==> src/rtl/refresh_pkg.sv <==
`timescale 1ns/1ps
package refresh_pkg;
  // cycles between refresh starts for an evenly spread schedule
  function automatic int interval_cycles(input int clk_mhz, input int ret_us, input int rows);
    return (clk_mhz * ret_us) / rows;
  endfunction
  // refresh occupancy rounded up to whole cycles
  function automatic int busy_cycles(input int busy_ns, input int clk_mhz);
    return (busy_ns * clk_mhz + 999) / 1000;
  endfunction
endpackage

==> src/rtl/ref_timer.sv <==
`timescale 1ns/1ps
module ref_timer #(
  parameter int INT_FULL = 1562,
  parameter int INT_HALF = 781,
  parameter int W        = 11
) (
  input  logic clk,
  input  logic rst_n,
  input  logic half_ret,
  input  logic issue,
  output logic due
);
  logic [W-1:0] tmr_q, tmr_d;
  logic         pend_q, pend_d;
  logic         zero;

  assign zero = (tmr_q == '0);
  assign due  = pend_q | zero;

  always_comb begin
    tmr_d  = tmr_q;
    pend_d = pend_q;
    if (issue) begin
      tmr_d  = half_ret ? W'(INT_HALF - 1) : W'(INT_FULL - 1);
      pend_d = 1'b0;
    end else if (zero) begin
      pend_d = 1'b1;
    end else begin
      tmr_d = tmr_q - 1'b1;
    end
  end

  always_ff @(posedge clk or negedge rst_n) begin
    if (!rst_n) begin
      tmr_q  <= '0;
      pend_q <= 1'b0;
    end else begin
      tmr_q  <= tmr_d;
      pend_q <= pend_d;
    end
  end
endmodule

==> src/rtl/ref_exec.sv <==
`timescale 1ns/1ps
module ref_exec #(
  parameter int BUSY_CYC = 15,
  parameter int ROWS     = 8192,
  parameter int ROW_W    = 13,
  parameter int BW       = 4
) (
  input  logic             clk,
  input  logic             rst_n,
  input  logic             issue,
  output logic             busy,
  output logic             done,
  output logic [ROW_W-1:0] row
);
  logic             busy_q, busy_d, done_q, done_d;
  logic [BW-1:0]    bcnt_q, bcnt_d;
  logic [ROW_W-1:0] row_q, row_d;

  always_comb begin
    busy_d = busy_q;
    bcnt_d = bcnt_q;
    row_d  = row_q;
    done_d = 1'b0;
    if (issue) begin
      busy_d = 1'b1;
      bcnt_d = BW'(BUSY_CYC - 1);
    end else if (busy_q) begin
      if (bcnt_q == '0) begin
        busy_d = 1'b0;
        done_d = 1'b1;
        row_d  = (row_q == ROW_W'(ROWS - 1)) ? '0 : row_q + 1'b1;
      end else begin
        bcnt_d = bcnt_q - 1'b1;
      end
    end
  end

  always_ff @(posedge clk or negedge rst_n) begin
    if (!rst_n) begin
      busy_q <= 1'b0;
      bcnt_q <= '0;
      done_q <= 1'b0;
      row_q  <= '0;
    end else begin
      busy_q <= busy_d;
      bcnt_q <= bcnt_d;
      done_q <= done_d;
      row_q  <= row_d;
    end
  end

  assign busy = busy_q;
  assign done = done_q;
  assign row  = row_q;
endmodule

==> src/rtl/ref_window.sv <==
`timescale 1ns/1ps
module ref_window #(
  parameter int WIN_FULL = 12795904,
  parameter int WIN_HALF = 6397952,
  parameter int WW       = 24,
  parameter int CW       = 14
) (
  input  logic          clk,
  input  logic          rst_n,
  input  logic          half_ret,
  input  logic          issue,
  output logic [CW-1:0] per_win
);
  logic [WW-1:0] wt_q, wt_d;
  logic [CW-1:0] cnt_q, cnt_d, pw_q, pw_d;
  logic          last;

  assign last = (wt_q >= (half_ret ? WW'(WIN_HALF - 1) : WW'(WIN_FULL - 1)));

  always_comb begin
    wt_d  = wt_q + 1'b1;
    cnt_d = cnt_q + CW'(issue);
    pw_d  = pw_q;
    if (last) begin
      wt_d  = '0;
      pw_d  = cnt_q + CW'(issue);
      cnt_d = '0;
    end
  end

  always_ff @(posedge clk or negedge rst_n) begin
    if (!rst_n) begin
      wt_q  <= '0;
      cnt_q <= '0;
      pw_q  <= '0;
    end else begin
      wt_q  <= wt_d;
      cnt_q <= cnt_d;
      pw_q  <= pw_d;
    end
  end

  assign per_win = pw_q;
endmodule

==> src/rtl/refresh_sched.sv <==
`timescale 1ns/1ps
module refresh_sched
  import refresh_pkg::*;
#(
  parameter int CLK_MHZ = 200,
  parameter int RET_US  = 64000,
  parameter int ROWS    = 8192,
  parameter int BUSY_NS = 75
) (
  input  logic                      clk,
  input  logic                      rst_n,
  input  logic                      half_ret,
  input  logic                      host_valid,
  output logic                      host_ready,
  input  logic                      host_done,
  output logic                      ref_busy,
  output logic                      ref_done,
  output logic [$clog2(ROWS)-1:0]   ref_row,
  output logic [$clog2(ROWS+2)-1:0] ref_per_win
);
  localparam int INT_FULL = interval_cycles(CLK_MHZ, RET_US, ROWS);
  localparam int INT_HALF = INT_FULL / 2;
  localparam int BUSY_CYC = busy_cycles(BUSY_NS, CLK_MHZ);
  localparam int WIN_FULL = INT_FULL * ROWS;
  localparam int WIN_HALF = INT_HALF * ROWS;
  localparam int ROW_W    = $clog2(ROWS);
  localparam int CW       = $clog2(ROWS + 2);
  localparam int TW       = $clog2(INT_FULL + 1);
  localparam int BW       = $clog2(BUSY_CYC + 1);
  localparam int WW       = $clog2(WIN_FULL + 1);

  // reset: asserted asynchronously, released on the clock
  logic rs_meta, rs_n;
  always_ff @(posedge clk or negedge rst_n) begin
    if (!rst_n) begin
      rs_meta <= 1'b0;
      rs_n    <= 1'b0;
    end else begin
      rs_meta <= 1'b1;
      rs_n    <= rs_meta;
    end
  end

  logic due, issue, busy;
  logic infl_q, infl_d, grant;

  assign host_ready = rs_n & ~busy & ~due & ~infl_q;
  assign grant      = host_valid & host_ready;
  assign issue      = due & ~busy & ~infl_q;

  always_comb begin
    infl_d = infl_q;
    if (grant)          infl_d = 1'b1;
    else if (host_done) infl_d = 1'b0;
  end

  always_ff @(posedge clk or negedge rs_n) begin
    if (!rs_n) infl_q <= 1'b0;
    else       infl_q <= infl_d;
  end

  ref_timer #(.INT_FULL(INT_FULL), .INT_HALF(INT_HALF), .W(TW)) u_timer (
    .clk(clk), .rst_n(rs_n), .half_ret(half_ret), .issue(issue), .due(due)
  );

  ref_exec #(.BUSY_CYC(BUSY_CYC), .ROWS(ROWS), .ROW_W(ROW_W), .BW(BW)) u_exec (
    .clk(clk), .rst_n(rs_n), .issue(issue), .busy(busy), .done(ref_done), .row(ref_row)
  );

  ref_window #(.WIN_FULL(WIN_FULL), .WIN_HALF(WIN_HALF), .WW(WW), .CW(CW)) u_win (
    .clk(clk), .rst_n(rs_n), .half_ret(half_ret), .issue(issue), .per_win(ref_per_win)
  );

  assign ref_busy = busy;
endmodule

==> config.mk <==
export PLATFORM = sky130hd
export DESIGN_NAME = refresh_sched
export DESIGN_NICKNAME = d
export VERILOG_FILES = /design/src/rtl/refresh_pkg.sv /design/src/rtl/ref_timer.sv /design/src/rtl/ref_exec.sv /design/src/rtl/ref_window.sv /design/src/rtl/refresh_sched.sv
export SDC_FILE = /design/constraint.sdc
export NUM_CORES = 1
export LEC_CHECK = 0
export BUFFER_PORTS_ARGS = -buffer_cell sky130_fd_sc_hd__buf_2
export CAP_MARGIN = 20
export CELL_PAD_IN_SITES_DETAIL_PLACEMENT = 1
export CELL_PAD_IN_SITES_GLOBAL_PLACEMENT = 2
export CORE_MARGIN = 2
export CORE_UTILIZATION = 28
export DETAILED_ROUTE_END_ITERATION = 7
export PLACE_DENSITY_LB_ADDON = 0.3
export SLEW_MARGIN = 5
export SYNTH_ARGS = -nofsm -noshare
export SYNTH_HDL_FRONTEND = slang
export SYNTH_HIERARCHICAL = 1
export SYNTH_SLANG_ARGS = --single-unit
==> constraint.sdc <==
create_clock -name clk -period 2.69 [get_ports clk]
set_input_delay 0 -clock clk [delete_from_list [all_inputs] [get_ports clk]]
set_output_delay 0 -clock clk [all_outputs]
set_load 0.005 [all_outputs]
# ---- After elaboration in Yosys (flattened, before gate mapping)
# Index checks and enable logic that the tools add are counted.
dict set report totals {
  word_cells 59
  register_bits 86
  output_inout_bits 30
}
dict set report classes {
  add_sub_neg 5
  bitwise 11
  magnitude_cmp 1
  n_eq_ne 3
  mux 20
  reduce_logical 7
}
# cell count
set ops {}
lappend ops {{24-bit two-way mux} 2}
lappend ops {{11-bit two-way mux} 3}
lappend ops {{24-bit by 1-bit adder with 24-bit output (second input constant)} 1}
lappend ops {{24-bit greater-or-equal comparator} 1}
lappend ops {{14-bit by 1-bit adder with 14-bit output} 1}
lappend ops {{14-bit two-way mux} 1}
lappend ops {{13-bit by 1-bit adder with 13-bit output (second input constant)} 1}
lappend ops {{13-bit equality test (second input constant)} 1}
lappend ops {{13-bit two-way mux} 1}
lappend ops {{4-bit two-way mux} 3}
lappend ops {{11-bit logical NOT} 1}
lappend ops {{11-bit by 1-bit subtractor with 11-bit output (second input constant)} 1}
lappend ops {{1-bit two-way mux} 10}
lappend ops {{1-bit AND} 6}
lappend ops {{2-bit nonzero test} 3}
lappend ops {{4-bit logical NOT} 1}
lappend ops {{2-bit by 1-bit != test with 1-bit output (second input constant)} 2}
lappend ops {{1-bit inverter} 4}
lappend ops {{4-bit by 1-bit subtractor with 4-bit output (second input constant)} 1}
lappend ops {{3-bit AND reduction} 1}
lappend ops {{2-bit AND reduction} 1}
lappend ops {{1-bit OR} 1}

# ---- Longest topological paths before layout
# Gate-level depths: netlist of the first run.
dict set report depth {
  depth_word 7
  depth_mapped 12
  ltp_nobuf 12
}

# ---- By module
# Netlist of the first run, hierarchy kept.
# mod cells_per_inst seq_area_each_um2 area_each_um2 n_inst
set modules_own_cells {}
lappend modules_own_cells {ref_window 235 1301.2 2498.6 1}
lappend modules_own_cells {ref_exec 90 475.5 983.4 1}
lappend modules_own_cells {ref_timer 60 300.3 628.1 1}
lappend modules_own_cells {refresh_sched 10 75.1 121.4 1}

# ---- Worst setup path before layout of the first run
# No wires, ideal clock.
dict set report synth_path {
  path_type {register to register}
  from {reg u_timer.tmr_q[0]}
  to {reg u_win.pw_q[12] (netlist: u_win/per_win[12])}
  setup_ps 129
  synth_period_minus_slack_ps 3360
  setup_slack_ps -670
  required_ps 2561
  arrival_ps 3231
  stages_incl_launch_ff 13
  cell_sequence {dfrtp_1 inv_1 ha_1 nor3b_2 and4b_1 or2_2 nor3b_1 ha_1 ha_1 and3_1 nand4_1 xor2_1 mux2i_1}
}
dict set report synth_between {
  elab_chain_cells 5
}
# element line_no
set synth_lines {}
lappend synth_lines {{start: declaration} ref_timer.sv:13} ;# logic [W-1:0] tmr_q, tmr_d;
lappend synth_lines {{start signal: assignment} ref_timer.sv:38} ;# tmr_q <= tmr_d;
lappend synth_lines {{11-bit logical NOT} ref_timer.sv:17} ;# assign zero = (tmr_q == '0);
lappend synth_lines {{1-bit OR} ref_timer.sv:18} ;# assign due = pend_q | zero;
lappend synth_lines {{named net due} refresh_sched.sv:44} ;# logic due, issue, busy;
lappend synth_lines {{1-bit AND (2 in a row)} refresh_sched.sv:49} ;# assign issue = due & ~busy & ~infl_q;
lappend synth_lines {{named net issue} refresh_sched.sv:44}
lappend synth_lines {{14-bit by 1-bit adder with 14-bit output} ref_window.sv:26} ;# pw_d = cnt_q + CW'(issue);
lappend synth_lines {{end signal: assignment} ref_window.sv:39} ;# pw_q <= pw_d;
lappend synth_lines {{end: declaration} ref_window.sv:15} ;# logic [CW-1:0] cnt_q, cnt_d, pw_q, pw_d;
# The timed path passes the listed nets, and every way through them passes these cells.
# A chain may end at the register's enable or synchronous reset.

# ---- Worst setup path in the final report of the first run
dict set report layout_path {
  from {reg u_timer.tmr_q[1]}
  to {reg u_win.pw_q[12] (netlist: u_win/per_win[12])}
}
# Same word-level chain as after synthesis.

==> results.txt, run 1 <==
The switching power is about 580 uW. The setup path with the least slack is of type reg -> reg. The internal power of the cells came out at between 2 and 2.5 mW.

The die height came out at approximately 130 um. The fraction of final layout cells sized beyond drive strength 1 is between 20% and 30%. After the first detailed-routing iteration, the DRC count stood at roughly 150. The cell area power density came out at around 500 mW/mm^2. The detailed-route wire length is between 9 and 10 mm. The via density per instance came out at 4.70. The clock tree skew after final layout is between 0.004 and 0.005 ns. Data on the critical path is required at its endpoint by 2.92 ns. Synthesis produced between 300 and 400 cells. The weighted congestion at the end of routability-driven global placement is about 0.73. The final count of negative-setup-slack endpoints came out at 0. The routed layout has 3031 vias. The sequential area share after synthesis came out at 50.9%. The tightest min-delay check is of the reg -> async type. The time the worst path needs with I/O delays and setup is 2.59 ns. STA puts the critical path data arrival time at 2.82 ns.

The synthesized netlist devotes a little under a quarter of its cell area to simple gates. The global-route wire length before repair came out at about 16 mm. The design area is between 0.005 and 0.006 mm^2. The initial antenna violation count came out at 0. For this run, the number of Yosys warnings is 6. The cell area reported after detailed placement is about 0.0047 mm^2. Summing every instance area after synthesis gives approximately 0.0042 mm^2. The headroom to the max-slew limit came out at 55.5%.

The number of buffers added by the clock tree synthesis step is 9. Setup repair after global routing could not meet its margin everywhere. The die boundary width came out at about 130 um. The peak supply drop is roughly 0.00034 V. The via count of the first global-routing pass is roughly 3300. The clock net in this run drives a total of 86 sinks. The actual slew at the worst max-slew pin is between 0.6 and 0.7 ns. In this run the number of H-tree levels came out at 3. Counting the fill cells in the layout gives between 1500 and 2000. The number of failing hold endpoints at the final stage is 0.

In this run the worst path has a maximum fanout of 4. The portion of netlist area occupied by mux cells is under 10%. The fraction of the mapped netlist area in compound gates is 4.05%. The combinational fraction of design power is roughly 2.8%. The part of the total power dissipated in sequential elements is about half. The synthesis-to-finish area growth came out at 21.1%. The number of nets in the synthesized netlist came out at between 400 and 500. The detail route stage leaves a number of antenna-violating nets equal to 0.

After clock tree synthesis, the clock-pin slew on the worst setup and hold paths is 0.06 ns. The count of different cell masters after synthesis came out at between 50 and 60. The most used flip-flop cell after synthesis is dfrtp_1.

Once detailed placement completed, the half-perimeter wirelength came to roughly 6.3 mm. The average cell area after synthesis came out at between 10 and 15 um^2. The final worst-path cycle share is just under 100%. The share of flip-flops with an asynchronous set or reset after synthesis came out at 100%.

Entering global routing, the biggest net connects around 70 pins. The run finished with clean final reports. The cell sitting at the root of the clock tree is a clkbuf_16. The total iterations of the first detailed-routing run came out at 4. The max-cap violation count is 0. The post-synthesis xor/xnor area fraction came out at between 10 and 15%. The number of antenna diodes in the final layout is 0. The layout net count came out at between 400 and 500. The total count of max-transition violations in the final report is 0. The fraction of power spent switching nets came out at 22.0%. The initialized floorplan defines 44 standard-cell rows.

The number of top-level pins is 35. The reported leakage power is 2.30 nW. The core outline area came out at ~0.015 mm^2.

The number of buffers on the longest clock path came out at 2. The number of register bits inferred by synthesis came out at 86. STA classifies the critical path endpoint as a register. Leaving out fill and tap cells, the most frequent cell in the layout is dfrtp_1. The die covers 0.0161 mm^2. Summed over all layers, the global routing overflow is 0.

In the layout the commonest cells are dfrtp_1 (85), nor2_1 (59), buf_2 (34), xor2_1 (25), xnor2_1 (24). The synthesized netlist devotes around 3.3% of its cell area to adder and majority cells. The final design utilization came out at 35.0%.

TritonCTS built the clock tree. The latest clock arrival within the worst-skew pair is ~0.35 ns. The number of port buffers is 34. The fraction of power consumed by the clock network is a little under half.

The number of enable flip-flop cells after synthesis came out at 0. The category of the worst setup path launch point is a register. The initial utilization of the core area, before any placement, comes to about 29%.

The average routed wire per standard cell came out at 14.5 um. Across every metal layer, demand over resource in global routing totals around an eighth. Static timing analysis puts the maximum clock frequency at approximately 390 MHz. The DRC violation count after routing came out at 0. By area, the combinational part of the netlist is dominated by simple AND/OR/NAND/NOR gates.
power by group through the flow:
stage                     clock (mW)  sequential (mW)  combinational, mW
final                           1.21             1.34             0.0730
after global routing            1.32             1.34             0.0856
after CTS                       1.27             1.34             0.0760
after detailed placement           0             1.36             0.0692
after global placement             0             1.36             0.0666
after floorplan                    0             1.37             0.0286
worst max-delay path, cell delays in order (launching register included):
cell     delay (ns)
dfrtp_1        0.39
inv_2          0.09
ha_4           0.14
nor3b_4        0.18
and4b_2        0.26
or2_4          0.12
nor3b_4        0.31
ha_4           0.20
ha_4           0.14
and3_4         0.21
nand4_1        0.11
xor2_1         0.21
mux2i_1        0.10
registers in the layout (all words and copies together), names as in the netlist:
signal and flops:
u_timer/tmr_q 11, u_exec/bcnt_q 4, u_exec/row 13, u_win/cnt_q 14
u_exec/done 1, u_win/per_win 14, u_exec/busy 1, u_timer/pend_q 1
infl_q 1, rs_meta 1, rs_n 1, u_win/wt_q 24
cells in the mapped netlist (all sizes together) (2+ instances only):
cell type	number	share of area, %
nor4	7	2.0
a211o	3	0.65
ha	11	3.3
buf	8	2.4
inv	23	2.0
or3	3	0.44
mux2i	13	3.1
nand4b	3	0.62
or3b	2	0.41
mux2	2	0.53
nand2b	6	0.89
and3	6	0.89
xor2	26	5.4
nor3	8	1.3
nand2	21	1.9
nor2b	4	0.59
nand3	25	3.4
o21ai	8	0.95
nand4	11	1.6
or4	3	0.62
a21oi	6	0.71
and4	2	0.41
o31ai	4	0.71
dfrtp	86	51
nor3b	4	0.83
nor2	59	5.2
or2	3	0.50
xnor2	24	5.0
worst paths after layout:
check,cells past startpoint,startpoint,slack (ns),endpoint
worst max-delay path,12,u_timer/tmr_q[1],0.1,u_win/per_win[12]
worst min-delay path,0,rs_n,0.21,u_exec/row[1]
worst max register to register,12,u_timer/tmr_q[1],0.1,u_win/per_win[12]
worst min register to register,0,rs_n,0.21,u_exec/row[1]
max in group asynchronous,1,rs_n,1.83,u_win/wt_q[15]
min in group clk,0,rs_meta,0.36,rs_n
cells by family (layout without fill, tap and decap cells):
logic type	after synthesis	in the layout
mux	15	15
other cells	1	1
xor+xnor	50	50
buf+inv	32	98
simple gates	174	174
compound gates	26	26
fa+ha+maj	11	11
flops	86	86
timing repair:
action                                  in CTS  in global routing
gates resized for setup                      2                  5
hold buffers                                 5                  0
setup buffers                                2                  6
endpoints found under the setup margin       3                 17
hold endpoints to repair                     4                  0
pin swaps                                    3                  6
through the flow:
| step | hold slack [ns] | cells | setup TNS, ns | power [mW] | setup WS [ns] |
|---|---|---|---|---|---|
| after CTS | 0.217 | 639 | 0 | 2.68 | 0.00453 |
| after detailed placement | -0.213 | 616 | -0.0718 | 1.43 | -0.0601 |
| after floorplan | -0.296 | 395 | -0.0305 | 1.40 | -0.0305 |
| after global routing | 0.229 | 645 | -0.0633 | 2.75 | -0.0509 |
| after global placement | -0.216 | 616 | 0 | 1.43 | 0.0751 |
| final | 0.208 | 645 | 0 | 2.62 | 0.0978 |
per-layer routing:
layer	routed length, um	vias up	track usage, %
met4	138	0	4.59
met1	4440	1512	16.0
li1	-	1467	-
met5	0	-	0
met2	4460	43	20.5
met3	323	9	4.13
cell type report:
type                    instances  area (um^2)  area share (%)
repair buffers                 59          395            7.71
flip-flops and latches         86         2160            42.1
clock buffers                  13          270            5.27
clock inverters                 3         17.5           0.342
well taps                     184          230            4.49
inverters                      23         86.3            1.68
multi-input cells             277         1970            38.4
Note: power is estimated with default switching activity, not from simulation.
==> inputs of run 2 (changes only) <==
--- a/config.mk
+++ b/config.mk
@@ -5,13 +5,14 @@
 export SDC_FILE = /design/constraint.sdc
 export NUM_CORES = 1
 export LEC_CHECK = 0
-export BUFFER_PORTS_ARGS = -buffer_cell sky130_fd_sc_hd__buf_2
 export CAP_MARGIN = 20
 export CELL_PAD_IN_SITES_DETAIL_PLACEMENT = 1
 export CELL_PAD_IN_SITES_GLOBAL_PLACEMENT = 2
 export CORE_MARGIN = 2
 export CORE_UTILIZATION = 28
+export CTS_CLUSTER_DIAMETER = 150
 export DETAILED_ROUTE_END_ITERATION = 7
+export DONT_BUFFER_PORTS = 1
 export PLACE_DENSITY_LB_ADDON = 0.3
 export SLEW_MARGIN = 5
 export SYNTH_ARGS = -nofsm -noshare
==> constraint.sdc (replaced) <==
create_clock -name clk -period 2.69 [get_ports clk]
set_input_delay 0 -clock clk [delete_from_list [all_inputs] [get_ports clk]]
set_output_delay 0 -clock clk [all_outputs]
set_load 0.02 [all_outputs]
==> results.txt, run 2 (synthesis results as in run 1) <==
The reg-to-reg critical path startpoint is u_timer/tmr_q[5]. The category of the worst setup path launch point is a register. The commonest non-fill, non-tap cell in the layout is dfrtp_1. IR analysis of the VDD net gives a maximum drop of around 0.00032 V. Summing over every cut layer, the via total after detailed routing is about 2900. The cell total after placement is around 580.

In this run the tool buffered the top-level ports with 0 buffer cells. The headroom to the max-slew limit is a little over half. The latest clock arrival within the worst-skew pair is between 0.3 and 0.4 ns. In the routed design, unresolved DRC markers number 0. The design area is between 0.004 and 0.005 mm^2. The count of non-filler cells in the finished layout is between 600 and 700. After layout, the minimum clock period comes to roughly 2.6 ns.

In this run the vertical extent of the chip is 127 um. The die boundary width is around 130 um. Once layout is complete, the utilization of the core stands at about a third. The number of clock sinks is 86. The final-layout fill cell count is roughly 1600.

No sink is reached through more buffers than the 2 on the longest clock path. The number of top-level pins came out at 35. The weighted congestion at the end of routability-driven global placement is ~0.74. The critical path in this run is classified as reg -> reg. The synthesis-to-finish area growth is 17.3%. CTS placed an instance of clkbuf_16 at the clock tree root. The flow ran to the end, and the final reports show no timing, DRC or antenna violations. The met1 layer usage reported by global route came out at between 15 and 20%.

The cell area reported after detailed placement came out at approximately 0.0045 mm^2. The final worst-path cycle share came out at ~96%. The detailed-route wire length is 9.17 mm. The remaining antenna violation count is 0.

The full die area is around 0.016 mm^2. The actual slew at the worst max-slew pin came out at roughly 0.7 ns. The summed negative setup slack over all endpoints came out at 0 ns. The final count of negative-setup-slack endpoints came out at 0. Entering global routing, the biggest net connects 50 pins.

The initial antenna violation count came to 0. The worst hold path terminates at u_win/wt_q[12]. The timing-limited maximum frequency is ~390 MHz. The via count of the first global-routing pass is 3025. The largest fanout on the critical path came out at 5. The met2 routing resource usage after global routing came out at 18.6%. The footprint of the flip-flops and latches came out at 0.00216 mm^2. The reported leakage power is about 2.2 nW. The first routing iteration left between 100 and 150 violations. The cell area power density is around 540 mW/mm^2. The launch instance of the worst min-delay path is half_ret. The core outline area came out at 0.0146 mm^2. More flip-flops sit in one register than any other, and that register is u_win/wt_q.

The tightest min-delay check is of the in -> reg type. Before antenna repair, the detailed router went through 4 iterations. The clock tree skew after final layout came out at around 0.0085 ns. The slack of the worst reg-to-reg path is roughly 0.11 ns. The number of failing hold endpoints at the final stage is 0.

STA puts the critical path data required time at between 2 and 3 ns. In the global route stage, met3 resource usage came out at under 10%. The fraction of final layout cells sized beyond drive strength 1 came out at between 10% and 20%. The number of buffers added by the clock tree synthesis step is 9. The number of flip-flops in the largest register is 24. The worst hold path passes through 4 cells. The via density per instance came out at 4.72. Tracing the worst setup path back leads to its startpoint at u_timer/tmr_q[5]. The layout net count is 437. The starting density of the core is slightly below 30%. The average routed wire per standard cell came out at about 15 um. The combined area of the multi-input logic cells came out at between 0.0015 and 0.002 mm^2. The max-cap violation count came out at 0.

The global route total overflow is 0. The final worst setup slack came out at roughly 0.11 ns. The clock transition at the registers of the reported paths is 0.06 ns. In this run the most used layer during global routing was met2. Final hold analysis gives a worst-case slack of 0.0977 ns. The total count of max-transition violations in the final report came out at 0. The clock tree synthesis step divided the H-tree into 3 levels.

The library cells used most frequently in the layout, excluding fill and tap cells, are dfrtp_1 (84), nor2_1 (59), xor2_1 (25), xnor2_1 (23), nand3_1 (22). The endpoint identified for the worst register-to-register timing path is u_win/per_win[12]. The estimated wirelength of the detail-placed design came out at 6.32 mm. The row count came out at 44. The global-route wire length before repair came out at between 15 and 20 mm. The worst setup path is captured at a register. TritonCTS built the clock tree.

0 antenna diodes ended up in the layout. The pre-CTS setup slack came out at -0.0605 ns. The arrival time of the worst setup path is about 2.8 ns. The overall fraction of global-route tracks in use came out at between 10% and 20%.

The cell depth of the worst flop-to-flop path came out at 10. The final total power came out at 2.68 mW. Setup repair after global routing could not meet its margin everywhere.
==> run 2: timing repair <==
item,CTS,global route
buffers inserted,1,5
pin swaps,1,5
endpoints found under the setup margin,5,12
cloned,0,0
gates resized for setup,0,6
hold buffers,5,0
endpoints found under the hold margin,8,0
==> run 2: area by class of cell <==
cell class / count / share of cell area [%]
clock buffers: 11 / 4.89
clock inverters: 5 / 1.18
inverters: 23 / 1.74
multi-input cells: 277 / 40.0
flip-flops and latches: 86 / 43.5
well taps: 184 / 4.64
repair buffers: 24 / 4.13
==> run 2: how the worst max path moves through the flow <==
stage | depth (start not counted) | endpoint | slack, ns
2_1_floorplan | 12 | u_win/per_win[12] | 0.02
3_3_place_gp | 10 | u_win/per_win[12] | 0.08
3_5_place_dp | 10 | u_win/per_win[12] | -0.06
4_1_cts | 10 | u_win/per_win[8] | 0.01
5_1_grt | 10 | u_win/per_win[12] | -0.03
6_report | 10 | u_win/per_win[12] | 0.11
==> run 2: power breakdown <==
part           total [mW]  internal [mW]  leakage, nW  switching (mW)
registers            1.34           1.31         1.07          0.0272
logic              0.0669         0.0266        0.956          0.0403
clock network        1.27          0.745        0.142           0.528
total                2.68           2.08         2.16           0.596
==> run 2: per-layer routing <==
layer	part of all wire, %	routed length [um]
met5	0	0
met4	1.4	125
met3	5.2	475
met2	46	4190
met1	48	4380
==> run 2: critical path: stages, from the launching register on <==
cell and delay (ns):
dfrtp_2 0.44, nor4_4 0.34, and4b_2 0.29, or2_4 0.12, nor3b_4 0.30, ha_4 0.22
ha_4 0.14, and3_4 0.21, nand4_1 0.11, xor2_1 0.19, mux2i_1 0.10
